==> config.mk <==
export PLATFORM = sky130hd
export DESIGN_NAME = pwr_fail_supervisor
export DESIGN_NICKNAME = d
export VERILOG_FILES = /design/src/rtl/pfs_pkg.sv /design/src/rtl/pfs_sync.sv /design/src/rtl/pfs_warn_irq.sv /design/src/rtl/pfs_por_timer.sv /design/src/rtl/pwr_fail_supervisor.sv
export SDC_FILE = /design/constraint.sdc
export NUM_CORES = 1
export LEC_CHECK = 0
export ABC_AREA = 1
export BUFFER_PORTS_ARGS = -buffer_cell sky130_fd_sc_hd__buf_2
export CAP_MARGIN = 25
export CORE_UTILIZATION = 25
export DETAILED_ROUTE_END_ITERATION = 7
export PLACE_DENSITY = 0.42
export SLEW_MARGIN = 20
export SYNTH_ARGS = -nofsm -noshare
export SYNTH_HDL_FRONTEND = slang
export SYNTH_HIERARCHICAL = 1
export SYNTH_SLANG_ARGS = --single-unit
export TNS_END_PERCENT = 20
==> constraint.sdc <==
create_clock -name clk -period 2.57 [get_ports clk]
set_input_delay 0.6425 -clock clk [delete_from_list [all_inputs] [get_ports clk]]
set_output_delay 0.6425 -clock clk [all_outputs]
set_load 0.01 [all_outputs]
==> src/rtl/pfs_pkg.sv <==
// Package: shared types and constants of the power-fail supervisor.
// Assumes: the comparator flag bundle is synchronized as one vector.
package pfs_pkg;

    // Width of the interrupt vector address.
    localparam int VEC_W = 8;

    // One bundle of asynchronous condition flags, each high = condition present.
    typedef struct packed {
        logic warn;     // supply below warning level
        logic vmin;     // supply below minimum operating level
        logic vbat;     // supply below battery switch-over level
        logic pin_low;  // shared reset line sensed low
    } pfs_flags_t;

    localparam int FLAG_W = $bits(pfs_flags_t);

endpackage

==> src/rtl/pfs_sync.sv <==
// Module: multi-bit flop-chain synchronizer.
// Does: carries each bit of an asynchronous vector through STAGES flops.
// Assumes: the bits are independent levels, so no cross-bit coherence is needed.
module pfs_sync #(
    parameter int W      = 4,
    parameter int STAGES = 2
) (
    input  logic         clk,
    input  logic         rst_n,
    input  logic [W-1:0] d,
    output logic [W-1:0] q
);
    localparam int LAST = STAGES - 1;

    logic [W-1:0] chain [STAGES];

    // Purpose: shift the input through the flop chain, cleared on reset.
    always_ff @(posedge clk) begin
        if (!rst_n) begin
            for (int i = 0; i < STAGES; i++) chain[i] <= '0;
        end else begin
            chain[0] <= d;
            for (int i = 1; i < STAGES; i++) chain[i] <= chain[i-1];
        end
    end

    assign q = chain[LAST];
endmodule

==> src/rtl/pfs_warn_irq.sv <==
// Module: power-fail warning interrupt generator.
// Does: emits a one-cycle request with a fixed vector on each rising warning edge.
// Assumes: warn is already synchronized; edges seen while en=0 are dropped.
module pfs_warn_irq #(
    parameter int               VW     = 8,
    parameter logic [VW-1:0]    VECTOR = 8'h2B
) (
    input  logic          clk,
    input  logic          rst_n,
    input  logic          warn,
    input  logic          en,
    output logic          req,
    output logic [VW-1:0] vector
);
    logic warn_q;

    // Purpose: remember last warning level and register the edge request.
    always_ff @(posedge clk) begin
        if (!rst_n) begin
            warn_q <= 1'b0;
            req    <= 1'b0;
        end else begin
            warn_q <= warn;
            req    <= warn & ~warn_q & en;
        end
    end

    // Purpose: present the vector only alongside the request.
    always_comb vector = req ? VECTOR : '0;
endmodule

==> src/rtl/pfs_por_timer.sv <==
// Module: power-on reset delay timer.
// Does: holds busy while hold is high, then for POR_CYCLES further cycles.
// Assumes: hold is synchronous; comes out of rst_n counting a full delay.
module pfs_por_timer #(
    parameter int POR_CYCLES = 21504
) (
    input  logic clk,
    input  logic rst_n,
    input  logic hold,
    output logic busy
);
    localparam int CW = $clog2(POR_CYCLES + 1);
    localparam logic [CW-1:0] LAST = CW'(POR_CYCLES - 1);

    logic [CW-1:0] cnt;

    // Purpose: restart on hold, count while busy, drop busy at the last count.
    always_ff @(posedge clk) begin
        if (!rst_n) begin
            cnt  <= '0;
            busy <= 1'b1;
        end else if (hold) begin
            cnt  <= '0;
            busy <= 1'b1;
        end else if (busy) begin
            if (cnt == LAST) begin
                busy <= 1'b0;
            end else begin
                cnt <= cnt + 1'b1;
            end
        end
    end
endmodule

==> src/rtl/pwr_fail_supervisor.sv <==
// Module: power-fail supervisor sequencer (top).
// Does: synchronizes three supply flags plus the shared reset line, raises the
//       warning interrupt, drives the open-drain reset line, times the
//       power-on delay and flags battery operation.
// Assumes: the line is drawn only while the minimum-level flag is present, so
//          its own release can never lock it in reset through the readback.
module pwr_fail_supervisor
    import pfs_pkg::*;
#(
    parameter int                  SYNC_STAGES = 2,
    parameter int                  POR_CYCLES  = 21504,
    parameter logic [VEC_W-1:0]    IRQ_VECTOR  = 8'h2B
) (
    input  logic             clk,
    input  logic             rst_n,
    input  logic             warn_below,
    input  logic             vmin_below,
    input  logic             vbat_below,
    input  logic             warn_irq_en,
    input  logic             rst_pin_in,
    output logic             rst_pin_oe,
    output logic             cpu_rst,
    output logic             pfi_req,
    output logic [VEC_W-1:0] pfi_vector,
    output logic             bat_n
);
    pfs_flags_t        raw_flags;
    pfs_flags_t        syn_flags;
    logic [FLAG_W-1:0] syn_bits;
    logic              hold;

    // Purpose: bundle the asynchronous conditions for the synchronizer.
    always_comb begin
        raw_flags.warn    = warn_below;
        raw_flags.vmin    = vmin_below;
        raw_flags.vbat    = vbat_below;
        raw_flags.pin_low = ~rst_pin_in;
    end

    pfs_sync #(.W(FLAG_W), .STAGES(SYNC_STAGES)) u_sync (
        .clk   (clk),
        .rst_n (rst_n),
        .d     (raw_flags),
        .q     (syn_bits)
    );

    assign syn_flags = pfs_flags_t'(syn_bits);

    // Purpose: derive the reset cause and the direct level outputs.
    always_comb begin
        hold       = syn_flags.vmin | syn_flags.pin_low;
        rst_pin_oe = syn_flags.vmin;
        bat_n      = ~syn_flags.vbat;
    end

    pfs_warn_irq #(.VW(VEC_W), .VECTOR(IRQ_VECTOR)) u_warn (
        .clk    (clk),
        .rst_n  (rst_n),
        .warn   (syn_flags.warn),
        .en     (warn_irq_en),
        .req    (pfi_req),
        .vector (pfi_vector)
    );

    pfs_por_timer #(.POR_CYCLES(POR_CYCLES)) u_por (
        .clk   (clk),
        .rst_n (rst_n),
        .hold  (hold),
        .busy  (cpu_rst)
    );
endmodule

==> flow_summary.yaml <==
clock_tree:
  cts_tree: "done"
  clock_path_buffers: 2
  clkLatencyLatePin_ps: 270
  post-cts-setup-buffers: 0
  cts_root_buf: "clkbuf_8"
  cts_resized: 0
  cts-htree-levels: 1
  clkSlewWorstSetupHoldPaths_ps: 90
  numCtsBuffers: 3
  hold_buffers: 0
  clkSinkCount: 26
layout:
  area_growth_pct: 10.03
  final_nets: 209
  n_antenna_cell: 0
  drive_above_1_share_pct: 19.00
  fin_cells: 270
  post-route-util_pct: 28.58
setup_path:
  critical_path.top_delay_family: "flip-flops"
  critPathBufInv: 1
  cp.arrival_ps: 970
  r2r_slack_ps: 1000
  worstSetupPathType: "flip-flop to primary output"
  worstPathRequired_ps: 1930
  cpPeakStageDelay_ps: 500
  end_kind: "primary output"
  reg2reg_depth: 9
  r2r-start: "u_por/cnt[0]"
  cp-start-kind: "flip-flop"
  path_max_fanout: 7
  startpoint: "u_por/busy"
  reg2reg_to: "u_por/cnt[13]"
  cp_slowest_cell: "dfxtp_1"
  path_cells: "buf_2"
timing:
  fin_crit_sh_pct: 62.65
  worst_slew_margin_rel_pct: 64.77
  drv_slew: 0
  max_clock_freq_mhz: 621.1
  final.setup.tns_ps: 0
  period_minus_slack_ps: 1610
  hold_violations: 0
  worstMarginPinSlew_ps: 526.5
  rsz0062_at_grt: "false"
  skew_ps: 2.187
  setup_viol_count_final: 0
die:
  initial_core_util_pct: 25.97
  die_area_sq_um: 5636
  fp.coreArea_sq_um: 5140
  row_count: 26
  ios: 19
  dieHeight_um: 75.08
  dieWidth_um: 75.08
power:
  switching_share_pct: 19.59
  p_per_area_nw_per_um2: 538.1
  seq_power_share_pct: 52.9
  p_int_uw: 635.6
  p_clk_share_pct: 42.3
  ir_drop_mv: 0.2191
  leakage_uw: 0.0006775
  pwr-share-comb_pct: 4.8
  p_sw_uw: 154.9
placement:
  hpwl_mm: 1.776
  port_buffers: 14
  placed_cells: 266
  gp_congestion: 0.7776
grt:
  grt_max_degree: 16
  grt_overflow: 0
  antenna_found_initial: 0
  grt_pass1_wl_mm: 4.126
  grt_pass1_vias: 938
  grt_usage_pct: 9.504
yosys:
  synth.most_common_cell: "nand2_1"
  synth_seq_area_share_pct: 38.99
  yosys-top-cells-area: "dfxtp_1 39%, nand2_1 15%, nor2_1 7.3%"
  ys_ff_latch: 26
  synth_cells: 193
  avgSynthCellArea_sq_um: 6.917
  synthTopCellsByCount: "52 x nand2_1, 26 x dfxtp_1, 26 x nor2_1"
  yosysWarnings: 6
  synthFlopType: "dfxtp_1"
  synth_top_cell_area_share_pct: 38.99
  synth-edff-count: 0
  synth_largest_area_cell: "dfxtp_1"
  syn_area_sq_um: 1335
  synthDistinctLibCells: 24
  synth-async-reset-ratio_pct: 0
routing:
  viasPerCell: 3.874
  ant_nets: 0
  wl_per_cell_um: 8.678
  drtIter0Drc: 68
  drc: 0
  drt-pass1-iter-count: 4
  wirelength_mm: 2.343
  vias: 1046
outcome:
  status: "finished, final reports clean"
min_path:
  holdCritStartpoint: "u_sync/chain[0][2]"
  worstHoldPathCells: 2
  min_to: "u_sync/chain[0][6]"
  hold_path.class: "flip-flop to flip-flop"
job:
  maxCapViolations: 0
through the flow:
step           hold slack (ps)  setup slack, ps  total power, uW  cell area, sq um
2_1_floorplan            386.4             1199            463.9              1346
3_3_place_gp             393.5            859.0            466.9              1398
3_5_place_dp             399.5            801.7            467.1              1398
4_1_cts                  418.4            934.7            808.7              1469
5_1_grt                  438.1            837.4            831.2              1469
6_report                 416.6            960.0            790.5              1469
flip-flops by register name, summed over array words and instances, names as in the netlist:
| register | count |
|---|---|
| u_por/busy | 1 |
| u_warn/warn_q | 1 |
| u_sync/chain | 8 |
| u_warn/req | 1 |
| u_por/cnt | 15 |
layout by cell type, fill, tap and decap left out, drive strengths merged:
cell / Yosys / layout
nand2: 61 / 61
nor2: 29 / 29
inv: 29 / 29
dfxtp: 26 / 26
buf: 14 / 14
a21oi: 10 / 10
nand3: 9 / 9
conb: 1 / 4
clkbuf: 0 / 3
nand4: 3 / 3
xor2: 3 / 3
nor3: 2 / 2
nand3b: 2 / 2
xnor2: 2 / 2
bufinv: 0 / 1
o21ai: 1 / 1
ha: 1 / 1
per-layer routing:
metal / routed length (um) / vias up / track usage (%)
li1: - / 580 / -
met1: 1256 / 450 / 13.19
met2: 1007 / 14 / 14.81
met3: 67 / 2 / 1.740
met4: 12 / 0 / 3.145
met5: 0 / - / 0
worst max path at each step:
stage                                to  slack, ps  cells past startpoint
after floorplan           u_por/cnt[13]       1200                      9
after global placement     u_por/cnt[1]        860                      5
after detailed placement   u_por/cnt[5]        800                      5
after CTS                       cpu_rst        930                      1
after global routing      u_por/cnt[11]        840                      9
final                           cpu_rst        960                      1
cells by family (layout without fill, tap and decap cells):
group	count (synthesis)	after routing	synth area share (%)
buffers and inverters	43	47	16.12
AOI/OAI and AO/OA	11	11	4.686
DFF	26	26	38.99
and+or+nand+nor	106	106	35.71
xor gates and xnor gates	5	5	3.281
adders and majority gates	1	1	0.9371
other	1	4	0.2809
area by class of cell:
class	instances	area (sq um)
Fill cell	607	3671
Clock buffer	3	41.29
Tap cell	70	87.58
Sequential cell	26	520.5
Inverter	29	108.9
Timing Repair Buffer	14	70.07
Multi-Input combinational cell	127	610.6
Clock inverter	1	30.03
power groups by stage:
| stage | clock [uW] | combinational (uW) | sequential [uW] |
|---|---|---|---|
| 3_5_place_dp | 0 | 39.2 | 428 |
| 5_1_grt | 366 | 45.9 | 420 |
| 6_report | 334 | 38.2 | 418 |
| 2_1_floorplan | 0 | 37.1 | 427 |
| 3_3_place_gp | 0 | 39.0 | 428 |
| 4_1_cts | 351 | 39.3 | 419 |
Note: power is estimated with default switching activity, not from simulation.
